--- config.mk ---
export PLATFORM = sky130hd
export DESIGN_NAME = tmr_voter_top
export DESIGN_NICKNAME = d
export VERILOG_FILES = /design/src/rtl/tmr_vote_pkg.sv /design/src/rtl/tmr_fault_inject.sv /design/src/rtl/tmr_majority.sv /design/src/rtl/tmr_repair_ctrl.sv /design/src/rtl/tmr_voter_top.sv
export SDC_FILE = /design/constraint.sdc
export NUM_CORES = 1
export LEC_CHECK = 0
export BUFFER_PORTS_ARGS = -buffer_cell sky130_fd_sc_hd__buf_2
export CAP_MARGIN = 20
export CORE_UTILIZATION = 40
export DETAILED_ROUTE_END_ITERATION = 6
export GPL_TIMING_DRIVEN = 0
export PLACE_DENSITY = 0.72
export SLEW_MARGIN = 20
export SYNTH_ARGS = -nofsm -noshare
export SYNTH_HDL_FRONTEND = slang
export SYNTH_SLANG_ARGS = --single-unit
--- constraint.sdc ---
create_clock -name clk -period 4.45 [get_ports clk]
set_clock_uncertainty 0.05 [all_clocks]
set_input_delay 0 -clock clk [delete_from_list [all_inputs] [get_ports clk]]
set_output_delay 0 -clock clk [all_outputs]
set_load 0.005 [all_outputs]
--- src/rtl/tmr_vote_pkg.sv ---
// Shared definitions for the triple-redundant voter.
// Assumes exactly three replicas; replica indices are 0..2.
package tmr_vote_pkg;
    localparam int NUM_REPL = 3;

    typedef enum logic [1:0] {
        ST_IDLE   = 2'd0,
        ST_REPAIR = 2'd1,
        ST_SYNC   = 2'd2
    } rep_state_e;
endpackage

--- src/rtl/tmr_fault_inject.sv ---
// Holds the host's fault-injection setting and XORs its mask into one
// field of one replica's report before voting.
// Assumes select code 0 means "no injection" and codes 1..3 map to replicas 0..2.
module tmr_fault_inject #(
    parameter int FIELD_W    = 10,
    parameter int NUM_FIELDS = 4,
    parameter int DATA_W     = FIELD_W * NUM_FIELDS,
    parameter int IDX_W      = (NUM_FIELDS > 1) ? $clog2(NUM_FIELDS) : 1
) (
    input  logic                   clk,
    input  logic                   rst_n,
    input  logic                   load_i,
    input  logic [1:0]             sel_i,
    input  logic [IDX_W-1:0]       field_i,
    input  logic [FIELD_W-1:0]     mask_i,
    input  logic                   clear_i,
    input  logic [1:0]             clear_idx_i,
    input  logic [2:0][DATA_W-1:0] raw_i,
    output logic [2:0][DATA_W-1:0] eff_o,
    output logic [1:0]             tgt_o
);
    logic [1:0]         sel_q;
    logic [1:0]         sel_next;
    logic [IDX_W-1:0]   field_q;
    logic [FIELD_W-1:0] mask_q;

    // Select for the next cycle: a load replaces it, a matching repair start removes it.
    always_comb begin
        sel_next = load_i ? sel_i : sel_q;
        if (clear_i && (sel_next == clear_idx_i + 2'd1)) begin
            sel_next = 2'd0;
        end
    end

    // Injection setting register.
    always_ff @(posedge clk) begin
        if (!rst_n) begin
            sel_q   <= 2'd0;
            field_q <= '0;
            mask_q  <= '0;
        end else begin
            sel_q <= sel_next;
            if (load_i) begin
                field_q <= field_i;
                mask_q  <= mask_i;
            end
        end
    end

    // Apply the mask to the chosen replica's chosen field.
    for (genvar r = 0; r < 3; r++) begin : g_repl
        for (genvar f = 0; f < NUM_FIELDS; f++) begin : g_field
            logic hit;
            assign hit = (sel_q == 2'(r + 1)) && (field_q == IDX_W'(f));
            assign eff_o[r][f*FIELD_W +: FIELD_W] =
                raw_i[r][f*FIELD_W +: FIELD_W] ^ (hit ? mask_q : '0);
        end
    end

    assign tgt_o = sel_q;


    inj_hold_chk: assert property (@(posedge clk) disable iff (!rst_n)
        (!load_i && !clear_i) |=> $stable(tgt_o));
endmodule

--- src/rtl/tmr_majority.sv ---
// Bit-wise two-out-of-three vote over all fields, plus a per-replica
// flag telling whether that replica differs from the result anywhere.
// Purely combinational; the caller registers the result.
module tmr_majority #(
    parameter int FIELD_W    = 10,
    parameter int NUM_FIELDS = 4,
    parameter int DATA_W     = FIELD_W * NUM_FIELDS
) (
    input  logic [2:0][DATA_W-1:0] rep_i,
    output logic [DATA_W-1:0]      maj_o,
    output logic [2:0]             diff_o
);
    logic [2:0][NUM_FIELDS-1:0] fdiff;

    for (genvar f = 0; f < NUM_FIELDS; f++) begin : g_field
        logic [FIELD_W-1:0] a, b, c, m;
        assign a = rep_i[0][f*FIELD_W +: FIELD_W];
        assign b = rep_i[1][f*FIELD_W +: FIELD_W];
        assign c = rep_i[2][f*FIELD_W +: FIELD_W];
        assign m = (a & b) | (a & c) | (b & c);
        assign maj_o[f*FIELD_W +: FIELD_W] = m;
        assign fdiff[0][f] = |(a ^ m);
        assign fdiff[1][f] = |(b ^ m);
        assign fdiff[2][f] = |(c ^ m);
    end

    for (genvar r = 0; r < 3; r++) begin : g_red
        assign diff_o[r] = |fdiff[r];
    end
endmodule

--- src/rtl/tmr_repair_ctrl.sv ---
// Classifies disagreements, keeps the sticky flags and runs the
// repair-request then resync handshake for one faulty replica at a time.
// Assumes diff_i is taken from the same cycle's vote; the replica under
// repair is masked out of classification until it is resynchronised.
module tmr_repair_ctrl
    import tmr_vote_pkg::*;
(
    input  logic       clk,
    input  logic       rst_n,
    input  logic [2:0] diff_i,
    input  logic       clear_i,
    input  logic       repair_done_i,
    input  logic       sync_ready_i,
    output logic [2:0] mismatch_o,
    output logic       uncorr_o,
    output logic [2:0] repair_req_o,
    output logic       sync_valid_o,
    output logic [2:0] sync_tgt_o,
    output logic       start_o,
    output logic [1:0] start_idx_o
);
    rep_state_e state_q;
    logic [2:0] tgt_q;
    logic [2:0] diff_eff;
    logic [2:0] mism_q;
    logic       unc_q;
    logic [1:0] n_bad;
    logic       multi;

    // Count replicas that disagree, ignoring the one being rebuilt.
    always_comb begin
        diff_eff = diff_i & ~tgt_q;
        n_bad    = 2'(diff_eff[0]) + 2'(diff_eff[1]) + 2'(diff_eff[2]);
        multi    = (n_bad >= 2'd2);
        start_o  = (state_q == ST_IDLE) && (n_bad == 2'd1);
        start_idx_o = diff_eff[1] ? 2'd1 : (diff_eff[2] ? 2'd2 : 2'd0);
    end

    // Repair sequencer: idle, request repair, offer state, idle.
    always_ff @(posedge clk) begin
        if (!rst_n) begin
            state_q <= ST_IDLE;
            tgt_q   <= 3'b000;
        end else begin
            case (state_q)
                ST_IDLE: if (start_o) begin
                    state_q <= ST_REPAIR;
                    tgt_q   <= diff_eff;
                end
                ST_REPAIR: if (repair_done_i) state_q <= ST_SYNC;
                ST_SYNC: if (sync_ready_i) begin
                    state_q <= ST_IDLE;
                    tgt_q   <= 3'b000;
                end
                default: begin
                    state_q <= ST_IDLE;
                    tgt_q   <= 3'b000;
                end
            endcase
        end
    end

    // Sticky flags; a fresh disagreement overrides a clear.
    always_ff @(posedge clk) begin
        if (!rst_n) begin
            mism_q <= 3'b000;
            unc_q  <= 1'b0;
        end else begin
            mism_q <= (clear_i ? 3'b000 : mism_q) | diff_eff;
            unc_q  <= (clear_i ? 1'b0 : unc_q) | multi;
        end
    end

    assign mismatch_o   = mism_q;
    assign uncorr_o     = unc_q;
    assign repair_req_o = (state_q == ST_REPAIR) ? tgt_q : 3'b000;
    assign sync_valid_o = (state_q == ST_SYNC);
    assign sync_tgt_o   = (state_q == ST_SYNC) ? tgt_q : 3'b000;


    req_onehot_chk: assert property (@(posedge clk) disable iff (!rst_n)
        $onehot0(repair_req_o));

    req_hold_chk: assert property (@(posedge clk) disable iff (!rst_n)
        (repair_req_o != 3'b000 && !repair_done_i) |=> (repair_req_o == $past(repair_req_o)));

    done_to_sync_chk: assert property (@(posedge clk) disable iff (!rst_n)
        (repair_req_o != 3'b000 && repair_done_i) |=> (sync_valid_o && sync_tgt_o == $past(repair_req_o)));

    sync_hold_chk: assert property (@(posedge clk) disable iff (!rst_n)
        (sync_valid_o && !sync_ready_i) |=> (sync_valid_o && $stable(sync_tgt_o)));

    mism_sticky_chk: assert property (@(posedge clk) disable iff (!rst_n)
        !clear_i |=> (($past(mismatch_o) & ~mismatch_o) == 3'b000));

    unc_no_repair_chk: assert property (@(posedge clk) disable iff (!rst_n)
        ($rose(uncorr_o) && $past(repair_req_o == 3'b000 && !sync_valid_o)) |-> (repair_req_o == 3'b000));
endmodule

--- src/rtl/tmr_voter_top.sv ---
// Triple-redundant position voter: injects host faults, votes bit by bit,
// registers the result, and drives repair and resync of a lone faulty replica.
// Assumes the three replicas run in lockstep on identical inputs.
module tmr_voter_top #(
    parameter int FIELD_W    = 10,
    parameter int NUM_FIELDS = 4,
    localparam int DATA_W    = FIELD_W * NUM_FIELDS,
    localparam int IDX_W     = (NUM_FIELDS > 1) ? $clog2(NUM_FIELDS) : 1
) (
    input  logic              clk,
    input  logic              rst_n,
    input  logic [DATA_W-1:0] rep0_data,
    input  logic [DATA_W-1:0] rep1_data,
    input  logic [DATA_W-1:0] rep2_data,
    input  logic              inj_load,
    input  logic [1:0]        inj_sel,
    input  logic [IDX_W-1:0]  inj_field,
    input  logic [FIELD_W-1:0] inj_mask,
    input  logic              flag_clear,
    output logic [DATA_W-1:0] voted_data,
    output logic [2:0]        mismatch,
    output logic              uncorrectable,
    output logic [2:0]        repair_req,
    input  logic              repair_done,
    output logic              sync_valid,
    input  logic              sync_ready,
    output logic [2:0]        sync_tgt
);
    logic [2:0][DATA_W-1:0] raw_w;
    logic [2:0][DATA_W-1:0] eff_w;
    logic [DATA_W-1:0]      maj_w;
    logic [DATA_W-1:0]      voted_q;
    logic [2:0]             diff_w;
    logic                   start_w;
    logic [1:0]             start_idx_w;
    logic [1:0]             inj_tgt_w;

    assign raw_w[0] = rep0_data;
    assign raw_w[1] = rep1_data;
    assign raw_w[2] = rep2_data;

    tmr_fault_inject #(
        .FIELD_W(FIELD_W), .NUM_FIELDS(NUM_FIELDS), .DATA_W(DATA_W), .IDX_W(IDX_W)
    ) u_inject (
        .clk(clk), .rst_n(rst_n),
        .load_i(inj_load), .sel_i(inj_sel), .field_i(inj_field), .mask_i(inj_mask),
        .clear_i(start_w), .clear_idx_i(start_idx_w),
        .raw_i(raw_w), .eff_o(eff_w), .tgt_o(inj_tgt_w)
    );

    tmr_majority #(
        .FIELD_W(FIELD_W), .NUM_FIELDS(NUM_FIELDS), .DATA_W(DATA_W)
    ) u_vote (
        .rep_i(eff_w), .maj_o(maj_w), .diff_o(diff_w)
    );

    tmr_repair_ctrl u_ctrl (
        .clk(clk), .rst_n(rst_n),
        .diff_i(diff_w), .clear_i(flag_clear),
        .repair_done_i(repair_done), .sync_ready_i(sync_ready),
        .mismatch_o(mismatch), .uncorr_o(uncorrectable),
        .repair_req_o(repair_req), .sync_valid_o(sync_valid), .sync_tgt_o(sync_tgt),
        .start_o(start_w), .start_idx_o(start_idx_w)
    );

    // Single output register stage for the voted words.
    always_ff @(posedge clk) begin
        if (!rst_n) voted_q <= '0;
        else        voted_q <= maj_w;
    end

    assign voted_data = voted_q;


    inj_cleared_on_start_chk: assert property (@(posedge clk) disable iff (!rst_n)
        start_w |=> (inj_tgt_w != $past(start_idx_w) + 2'd1));

    start_gives_req_chk: assert property (@(posedge clk) disable iff (!rst_n)
        start_w |=> $onehot(repair_req));
endmodule

==> results of run 1 <==
==> sequential cells by signal, summed over array words and instances, names as in the netlist <==
register           cells
u_inject.mask_q       10
u_inject.field_q       2
u_ctrl.mismatch_o      3
u_ctrl.uncorr_o        1
u_ctrl.state_q         2
u_ctrl.tgt_q           3
u_inject.tgt_o         2
voted_data            40
==> tightest hold or removal path: stages <==
cell and delay (ns):
sky130_fd_sc_hd__buf_1 0.21, sky130_fd_sc_hd__nand2_1 0.11, sky130_fd_sc_hd__a31oi_1 0.09
==> repair_timing <==
| action | 4_1_cts | 5_1_grt |
|---|---|---|
| pin swaps | 27 | 40 |
| cloned | 0 | 1 |
| endpoints found under the setup margin | 30 | 7 |
| gates resized for setup | 195 | 135 |
| hold buffers | 21 | 0 |
| hold endpoints to repair | 22 | 0 |
| setup buffers | 29 | 24 |
==> layout by cell type, fill, tap and decap left out, types with 12 or more instances in the layout <==
cell type / count
sky130_fd_sc_hd__buf_4: 64
sky130_fd_sc_hd__o22ai_1: 25
sky130_fd_sc_hd__o21a_1: 15
sky130_fd_sc_hd__nor3b_1: 22
sky130_fd_sc_hd__nor3_1: 74
sky130_fd_sc_hd__buf_6: 19
sky130_fd_sc_hd__dlygate4sd3_1: 21
sky130_fd_sc_hd__nor4_1: 25
sky130_fd_sc_hd__clkbuf_1: 98
sky130_fd_sc_hd__o21ai_1: 15
sky130_fd_sc_hd__nand3_1: 65
sky130_fd_sc_hd__inv_1: 28
sky130_fd_sc_hd__o21ai_2: 14
sky130_fd_sc_hd__mux2_2: 13
sky130_fd_sc_hd__xor2_1: 33
sky130_fd_sc_hd__mux2i_1: 58
sky130_fd_sc_hd__and3_1: 32
sky130_fd_sc_hd__nand2_1: 170
sky130_fd_sc_hd__a31oi_1: 23
sky130_fd_sc_hd__nand4_1: 25
sky130_fd_sc_hd__buf_2: 159
sky130_fd_sc_hd__nand2b_1: 41
sky130_fd_sc_hd__dfxtp_1: 58
sky130_fd_sc_hd__a22oi_1: 19
sky130_fd_sc_hd__xnor2_1: 78
sky130_fd_sc_hd__a21oi_1: 129
sky130_fd_sc_hd__o21ai_0: 108
sky130_fd_sc_hd__nor2b_1: 41
sky130_fd_sc_hd__nand3b_1: 16
sky130_fd_sc_hd__or3_1: 19
sky130_fd_sc_hd__a211o_1: 12
sky130_fd_sc_hd__clkbuf_2: 18
sky130_fd_sc_hd__a211oi_1: 17
sky130_fd_sc_hd__o211ai_1: 17
sky130_fd_sc_hd__nor2_1: 207
sky130_fd_sc_hd__and2_1: 34
==> per-layer routing <==
| layer | GRT usage [%] | up-vias | routed length [um] |
|---|---|---|---|
| met1 | 61.6 | 8555 | 31700 |
| li1 | - | 7830 | - |
| met5 | 1.78 | - | 58 |
| met4 | 39.5 | 2 | 8290 |
| met3 | 16.4 | 369 | 12000 |
| met2 | 69.6 | 1491 | 33200 |
==> through the flow <==
step / total power, uW / worst slack (ns)
global placement: 1920 / -3.32
floorplan: 1390 / 0.0582
global route: 3060 / -0.457
detailed placement: 1930 / -2.79
finish: 3010 / -0.490
CTS: 2850 / -0.409
==> worst min path at each step <==
stage                                     end  slack (ns)  cells after the start
after detailed placement   u_inject.mask_q[5]        0.20                      3
after global placement     u_inject.mask_q[5]        0.19                      3
final                          voted_data[39]        0.02                      3
after CTS                  u_inject.mask_q[0]       0.005                      3
after floorplan           u_inject.field_q[0]         0.1                      2
after global routing       u_inject.mask_q[0]        0.07                      3
==> power groups by stage <==
stage	Sequential (uW)	Clock [uW]	Combinational, uW
after floorplan	629	0	760
after global placement	629	0	1290
after detailed placement	630	0	1300
after CTS	619	820	1410
after global routing	625	839	1590
final	624	828	1560
==> area by class of cell <==
| cell class | instances | share of cell area, % |
|---|---|---|
| multi-input combinational | 1706 | 71.2 |
| timing repair buffer | 228 | 8.68 |
| sequential | 63 | 7.80 |
| buffer | 184 | 6.71 |
| tap | 402 | 3.07 |
| clock buffer | 10 | 1.46 |
| inverter | 30 | 0.710 |
| clock inverter | 6 | 0.420 |
==> cell families after synthesis <==
logic type	count (synthesis)
XOR/XNOR	130
adder cells (fa/ha/maj)	12
flip-flops	63
multiplexers	79
buffers and inverters	225
AO/OA/AOI/OAI	565
AND/OR/NAND/NOR	920
==> results_tabular.tex, run 1 <==
\begin{tabular}{lr}
\hline
Metric & Value \\
\hline
\multicolumn{2}{l}{\textbf{Route}} \\
\quad Detail-routed via count per cell & 6.94 \\
\quad Total vias in the final route & 18247 \\
\quad Post-Route WL & 85100 um \\
\quad Wire length per cell & 32.4 um \\
\quad Routed Antenna Nets & 0 \\
\quad DRT iter0 DRCs & 2860 \\
\quad DRC errors left & 0 \\
\quad Detailed-routing iteration count for the pre-antenna-repair pass & 6 \\
\multicolumn{2}{l}{\textbf{Finish}} \\
\quad Final Util & 51.6\% \\
\quad Area of all placed cells without fillers & 0.0164 mm\^{}2 \\
\quad Area growth from synthesis to layout & 26.4\% \\
\quad Sequential cell area & 0.00128 mm\^{}2 \\
\quad Final instance count without filler cells & 2629 \\
\quad Footprint of the multi-input gates & 0.0117 mm\^{}2 \\
\quad Share of cells above drive strength 1 & 22.0\% \\
\quad Antenna diode count & 0 \\
\quad Number of inserted filler cells in the final layout & 3215 \\
\quad Final nets & 2363 \\
\multicolumn{2}{l}{\textbf{Global routing}} \\
\quad Remaining global-route overflow & 0 \\
\quad First-pass GRT wire length & 116000 um \\
\quad Overall routing resource usage & 49.7\% \\
\quad Number of global-route vias before repair & 16026 \\
\quad Initial antenna violation count & 2 \\
\quad Largest net degree at the start of global routing & 13 \\
\multicolumn{2}{l}{\textbf{Yosys}} \\
\quad Post-Synthesis Net Count & 2135 \\
\quad Post-Syn Instances & 1994 \\
\quad Post-synth top area cell & sky130\_fd\_sc\_hd\_\_dfxtp\_1 \\
\quad Number of enable flip-flop cells after synthesis & 0 \\
\quad Synth Area in Adders & 1.00\% \\
\quad Primary FF master, synth & sky130\_fd\_sc\_hd\_\_dfxtp\_1 \\
\quad Xor and xnor area share after synthesis & 9.03\% \\
\quad Complex-gate fraction of the synthesized area & 28.7\% \\
\quad Syn Area/Cell & 6.50 um\^{}2 \\
\quad Sequential cell area fraction in the yosys report & 9.73\% \\
\quad Multiplexer share of the synthesized area & 6.36\% \\
\quad Synth Cell Area & 0.0130 mm\^{}2 \\
\quad Synthesized-area fraction occupied by and/or/nand/nor cells & 38.0\% \\
\quad Share of synthesized flip-flops with an asynchronous set or reset & 0\% \\
\quad Post-synth top cells & sky130\_fd\_sc\_hd\_\_nor2\_1 (221), sky130\_fd\_sc\_hd\_\_nand2\_1 (178), sky130\_fd\_sc\_hd\_\_clkbuf\_1 (139), sky130\_fd\_sc\_hd\_\_a21oi\_1 (136), sky130\_fd\_sc\_hd\_\_o21ai\_0 (129) \\
\quad Syn. warnings & 0 \\
\quad Top-area cell type share of the netlist area & 9.73\% \\
\quad Most common cell in the synthesized netlist & sky130\_fd\_sc\_hd\_\_nor2\_1 \\
\quad Dominant combinational cell family by area after synthesis & simple AND/OR/NAND/NOR gates \\
\quad Flops \& latches, synth & 63 \\
\quad Largest cells by area after synthesis & sky130\_fd\_sc\_hd\_\_dfxtp\_1 (9.7\%), sky130\_fd\_sc\_hd\_\_nor2\_1 (6.4\%), sky130\_fd\_sc\_hd\_\_xnor2\_1 (5.7\%) \\
\quad Number of library cell types mapped by synthesis & 105 \\
\multicolumn{2}{l}{\textbf{STA}} \\
\quad Max Clock Freq & 202 MHz \\
\quad Count of endpoints failing hold in the final timing report & 0 \\
\quad Min Clock Period, post-route & 4.94 ns \\
\quad Max-slew violation count & 0 \\
\quad Setup repair after global routing missed its margin & yes \\
\quad Final worst hold slack & 0.0204 ns \\
\quad Setup WS post-layout & -0.490 ns \\
\quad Portion of the clock cycle consumed by the worst path in the final layout & 111\% \\
\quad Slew at the pin closest to its max-slew limit & 1.14 ns \\
\quad \# setup viols final & 6 \\
\quad Relative slew margins & 24.2\% \\
\quad Post-Route Setup TNS & -2.38 ns \\
\multicolumn{2}{l}{\textbf{Flow run}} \\
\quad Number of maximum-capacitance constraint violations & 0 \\
\multicolumn{2}{l}{\textbf{Critical path}} \\
\quad Slowest CP cell & sky130\_fd\_sc\_hd\_\_clkbuf\_1 \\
\quad Top Family by Delay on Critical Path & compound AO/OA/AOI/OAI gates \\
\quad Critical path capture point type & flip-flop \\
\quad Critical path depth & 10 \\
\quad Category of the worst setup path launch point & flip-flop \\
\quad Length in cells of the worst reg-to-reg path & 10 \\
\quad Largest stage delay on the critical path & 0.89 ns \\
\quad CP Cell Sequence & clkbuf\_1 -> nand3\_1 -> a211oi\_2 -> o2111ai\_1 -> nor4\_4 -> buf\_4 -> a31oi\_4 -> fa\_1 -> or4b\_4 -> o311a\_1 \\
\quad Number of buffers and inverters on the critical path & 2 \\
\quad Largest fanout of any net on the critical path & 10 \\
\quad Worst R2R End & u\_inject.tgt\_o[0] \\
\quad Worst setup path startpoint & u\_inject.mask\_q[0] \\
\quad Arr. time, crit path & 5.16 ns \\
\quad Required time of the critical path & 4.67 ns \\
\quad Crit path kind & flip-flop to flip-flop \\
\quad R2r setup slk & -0.49 ns \\
\quad Startpoint of the worst register-to-register path & u\_inject.mask\_q[0] \\
\quad Capture point of the worst path & u\_inject.tgt\_o[0] \\
\multicolumn{2}{l}{\textbf{Clocking}} \\
\quad Clock tree buffer depth & 2 \\
\quad Total number of H-tree levels & 3 \\
\quad Buffer type at the clock tree root & sky130\_fd\_sc\_hd\_\_clkbuf\_16 \\
\quad Clock-pin transition on the worst setup and hold timing paths & 0.07 ns \\
\quad Clock insertion delay at the later pin of the skew report & 0.40 ns \\
\quad TritonCTS clock tree & done \\
\quad CTS Sinks & 63 \\
\quad Cts bufs inserted & 9 \\
\multicolumn{2}{l}{\textbf{Die}} \\
\quad Overall die height & 182 um \\
\quad Starting density of the core & 40.9\% \\
\quad Number of ports placed on the die boundary & 191 \\
\quad Die ar. & 0.0331 mm\^{}2 \\
\quad Horiz. Die Dim & 182 um \\
\quad \# rows & 65 \\
\quad Core area & 0.0317 mm\^{}2 \\
\multicolumn{2}{l}{\textbf{Placed design}} \\
\quad Last weighted congestion value of the routability-driven placer & 1.12 \\
\quad Post-Place Cells & 2549 \\
\quad Post-DP HPWL & 63600 um \\
\quad Placed Area & 0.0143 mm\^{}2 \\
\quad PortBufs & 151 \\
\multicolumn{2}{l}{\textbf{Pwr}} \\
\quad Internal power contribution & 1590 uW \\
\quad Switching power & 1420 uW \\
\quad Switching Fraction & 47.3\% \\
\quad Pwr/cell area & 184 mW/mm\^{}2 \\
\quad Part of the total power dissipated in combinational logic & 51.8\% \\
\quad Sequential share of power & 20.7\% \\
\quad Clock group share of total power & 27.5\% \\
\quad Worst voltage drop across the vdd grid & 0.000214 V \\
\quad Standby leakage power & 0.00603 uW \\
\multicolumn{2}{l}{\textbf{Status}} \\
\quad Failing checks & negative setup slack \\
\quad Result of the run & finished, violations left \\
\multicolumn{2}{l}{\textbf{Worst hold path}} \\
\quad Hold path start & rep1\_data[39] \\
\quad Worst hold path type & primary input to flip-flop \\
\hline
\end{tabular}
(Power assumes the default switching activity.)
==> run 2: changes to the inputs <==
CORE_ASPECT_RATIO = 1.2   (was not set)
PLACE_DENSITY = 0.77   (was 0.72)
SYNTH_HIERARCHICAL = 1   (was not set)
==> results_tabular.tex, run 2 <==
\begin{tabular}{lr}
\hline
Metric & Value \\
\hline
\multicolumn{2}{l}{\textbf{Status}} \\
\quad Result of the run & finished, violations left \\
\quad Failing checks & negative setup slack \\
\multicolumn{2}{l}{\textbf{Critical path}} \\
\quad Crit path kind & flip-flop to flip-flop \\
\quad Critical path capture point type & flip-flop \\
\quad Worst R2R End & u\_inject/tgt\_o[1] \\
\quad Arr. time, crit path & 4.72 ns \\
\quad Worst setup path startpoint & u\_inject/field\_q[1] \\
\quad Largest fanout of any net on the critical path & 10 \\
\quad Required time of the critical path & 4.65 ns \\
\quad Capture point of the worst path & u\_inject/tgt\_o[1] \\
\quad Startpoint of the worst register-to-register path & u\_inject/field\_q[1] \\
\quad R2r setup slk & -0.07 ns \\
\quad Category of the worst setup path launch point & flip-flop \\
\quad Length in cells of the worst reg-to-reg path & 16 \\
\multicolumn{2}{l}{\textbf{Route}} \\
\quad Detailed-routing iteration count for the pre-antenna-repair pass & 6 \\
\quad Post-Route WL & 26000 um \\
\quad Wire length per cell & 19.6 um \\
\quad Routed length on met2 & 12300 um \\
\quad DRT iter0 DRCs & 759 \\
\quad Met3 Routed Length & 2620 um \\
\quad Total vias in the final route & 7667 \\
\quad Detail-routed via count per cell & 5.77 \\
\quad Top routing layer in use & met4 \\
\quad DRC errors left & 0 \\
\quad Routed length on met1 & 9380 um \\
\quad Routed Antenna Nets & 0 \\
\multicolumn{2}{l}{\textbf{STA}} \\
\quad Count of endpoints failing hold in the final timing report & 0 \\
\quad Min Clock Period, post-route & 4.52 ns \\
\quad Slew at the pin closest to its max-slew limit & 0.707 ns \\
\quad \# setup viols final & 2 \\
\quad Max-slew violation count & 0 \\
\quad Max Clock Freq & 221 MHz \\
\quad Post-Route Setup TNS & -0.0749 ns \\
\quad Relative slew margins & 52.8\% \\
\quad Portion of the clock cycle consumed by the worst path in the final layout & 102\% \\
\quad Setup WS post-layout & -0.0701 ns \\
\multicolumn{2}{l}{\textbf{Global routing}} \\
\quad Number of global-route vias before repair & 6763 \\
\quad Remaining global-route overflow & 0 \\
\quad Largest net degree at the start of global routing & 14 \\
\quad Overall routing resource usage & 28.8\% \\
\quad Initial antenna violation count & 1 \\
\quad First-pass GRT wire length & 35900 um \\
\multicolumn{2}{l}{\textbf{Die}} \\
\quad Die ar. & 0.0166 mm\^{}2 \\
\quad \# rows & 50 \\
\quad Overall die height & 141 um \\
\quad Horiz. Die Dim & 118 um \\
\quad Starting density of the core & 41.1\% \\
\quad Number of ports placed on the die boundary & 191 \\
\quad Core area & 0.0156 mm\^{}2 \\
\multicolumn{2}{l}{\textbf{Placed design}} \\
\quad Last weighted congestion value of the routability-driven placer & 0.979 \\
\quad PortBufs & 189 \\
\quad Post-DP HPWL & 17600 um \\
\quad Post-Place Cells & 1262 \\
\multicolumn{2}{l}{\textbf{Yosys}} \\
\quad Number of library cell types mapped by synthesis & 57 \\
\quad Top-area cell type share of the netlist area & 19.6\% \\
\quad Post-Synthesis Net Count & 1006 \\
\quad Post-Syn Instances & 865 \\
\quad Syn. warnings & 6 \\
\quad Flops \& latches, synth & 63 \\
\quad Post-synth top area cell & sky130\_fd\_sc\_hd\_\_dfxtp\_1 \\
\quad Sequential cell area fraction in the yosys report & 19.6\% \\
\quad Synth Cell Area & 0.00643 mm\^{}2 \\
\quad Number of enable flip-flop cells after synthesis & 0 \\
\quad Syn Area/Cell & 7.43 um\^{}2 \\
\quad Primary FF master, synth & sky130\_fd\_sc\_hd\_\_dfxtp\_1 \\
\quad Share of synthesized flip-flops with an asynchronous set or reset & 0\% \\
\quad Most common cell in the synthesized netlist & sky130\_fd\_sc\_hd\_\_nand2\_1 \\
\quad Largest cells by area after synthesis & sky130\_fd\_sc\_hd\_\_dfxtp\_1 (20\%), sky130\_fd\_sc\_hd\_\_xnor2\_1 (16\%), sky130\_fd\_sc\_hd\_\_nand2\_1 (8.0\%) \\
\quad Post-synth top cells & sky130\_fd\_sc\_hd\_\_nand2\_1 (137), sky130\_fd\_sc\_hd\_\_xnor2\_1 (121), sky130\_fd\_sc\_hd\_\_nor2\_1 (87), sky130\_fd\_sc\_hd\_\_dfxtp\_1 (63), sky130\_fd\_sc\_hd\_\_nor3b\_1 (47) \\
\multicolumn{2}{l}{\textbf{Clocking}} \\
\quad Cts bufs inserted & 9 \\
\quad Clock tree buffer depth & 2 \\
\quad Buffer type at the clock tree root & sky130\_fd\_sc\_hd\_\_clkbuf\_16 \\
\quad TritonCTS clock tree & done \\
\quad Clock insertion delay at the later pin of the skew report & 0.35 ns \\
\quad Total number of H-tree levels & 3 \\
\quad Clock-pin transition on the worst setup and hold timing paths & 0.05 ns \\
\quad CTS Sinks & 63 \\
\multicolumn{2}{l}{\textbf{Finish}} \\
\quad Number of inserted filler cells in the final layout & 1325 \\
\quad Sequential cell area & 0.00126 mm\^{}2 \\
\quad Final instance count without filler cells & 1329 \\
\quad Final nets & 1257 \\
\quad Area growth from synthesis to layout & 46.8\% \\
\quad Footprint of the multi-input gates & 0.00589 mm\^{}2 \\
\quad Most common cell after layout, fill and taps aside & sky130\_fd\_sc\_hd\_\_buf\_2 \\
\quad Commonest non-fill, non-tap cells in the layout & sky130\_fd\_sc\_hd\_\_buf\_2 (191), sky130\_fd\_sc\_hd\_\_nand2\_1 (134), sky130\_fd\_sc\_hd\_\_nor2\_1 (87) \\
\quad Share of cells above drive strength 1 & 37.1\% \\
\quad Max reg flops & 40 \\
\multicolumn{2}{l}{\textbf{Pwr}} \\
\quad Worst voltage drop across the vdd grid & 0.000161 V \\
\quad Standby leakage power & 0.00422 uW \\
\quad Pwr/cell area & 225 mW/mm\^{}2 \\
\multicolumn{2}{l}{\textbf{Flow run}} \\
\quad Number of maximum-capacitance constraint violations & 0 \\
\multicolumn{2}{l}{\textbf{Worst hold path}} \\
\quad Worst hold path type & primary input to flip-flop \\
\hline
\end{tabular}
==> run 2: worst min path at each step <==
stage | cells after the start | end | slack (ns) | start
after global placement | 3 | u_inject/mask_q[0] | 0.19 | inj_mask[0]
after CTS | 4 | u_inject/tgt_o[0] | 0.05 | inj_sel[1]
after floorplan | 2 | u_inject/tgt_o[0] | 0.07 | rst_n
final | 4 | u_ctrl/tgt_q[0] | 0.07 | sync_ready
after global routing | 4 | u_ctrl/tgt_q[1] | 0.09 | sync_ready
after detailed placement | 3 | u_inject/mask_q[3] | 0.20 | inj_mask[3]
==> run 2: repair_timing <==
item,4_1_cts,5_1_grt
buffers inserted,12,17
setup endpoints to repair,7,5
endpoints found under the hold margin,20,0
gates cloned,0,2
resized for setup,61,103
hold buffers,20,0
pin swaps,3,34
==> run 2: layer usage <==
layer	up-vias	global-route usage [%]
li1	3505	-
met1	3525	33.0
met2	503	49.2
met3	134	4.73
met4	0	19.5
met5	-	0
==> run 2: where the power goes <==
group / switching (uW) / leakage [uW] / internal, uW
combinational: 359 / 0.00353 / 311
sequential: 14.6 / 0.000524 / 600
clock: 267 / 0.000169 / 574
==> run 2: cells by family (layout without fill, tap and decap cells) <==
group | Yosys count | in the layout | share of synthesized area (%)
AOI/OAI and AO/OA | 114 | 114 | 12.0
xor gates and xnor gates | 123 | 123 | 16.8
adders and majority gates | 1 | 1 | 0.311
buffers and inverters | 48 | 303 | 3.46
DFF | 63 | 63 | 19.6
muxes | 17 | 17 | 2.67
other | 0 | 1 | 0
and+or+nand+nor | 499 | 499 | 45.2
==> run 2: per-stage QoR <==
| step | worst slack, ns | cell area [um^2] | hold slack [ns] | util, % | power (uW) |
|---|---|---|---|---|---|
| after global routing | -0.0518 | 9440 | 0.0875 | 60.3 | 2200 |
| after detailed placement | -0.731 | 7630 | 0.197 | 48.8 | 1150 |
| after CTS | 0.0417 | 8650 | 0.0498 | 55.3 | 2050 |
| final | -0.0701 | 9440 | 0.0677 | 60.3 | 2130 |
| after floorplan | 0.403 | 6430 | 0.0662 | - | 951 |
| after global placement | -0.744 | 7630 | 0.186 | 48.8 | 1150 |
==> run 2: final cells by class <==
cell class	instances	area share (%)
well taps	208	2.76
flip-flops and latches	63	13.4
clock inverters	3	0.955
diodes	1	0.0265
plain buffers	31	2.17
repair buffers	240	14.9
multi-input cells	754	62.4
inverters	17	0.676
clock buffers	12	2.72
==> run 2: worst max-delay path, cell delays in order, from the launching register on <==
cell	delay (ns)
sky130_fd_sc_hd__dfxtp_2	0.35
sky130_fd_sc_hd__buf_6	0.15
sky130_fd_sc_hd__and4bb_1	0.22
sky130_fd_sc_hd__buf_4	0.23
sky130_fd_sc_hd__nand2_1	0.09
sky130_fd_sc_hd__xnor2_1	0.44
sky130_fd_sc_hd__nor3b_1	0.14
sky130_fd_sc_hd__a2111oi_0	0.54
sky130_fd_sc_hd__nand4_1	0.17
sky130_fd_sc_hd__nor4_1	0.33
sky130_fd_sc_hd__nand3_1	0.18
sky130_fd_sc_hd__nor2b_2	0.24
sky130_fd_sc_hd__fa_1	0.48
sky130_fd_sc_hd__nor3b_4	0.16
sky130_fd_sc_hd__nor2b_4	0.14
sky130_fd_sc_hd__and3_4	0.19
sky130_fd_sc_hd__a2111oi_4	0.32
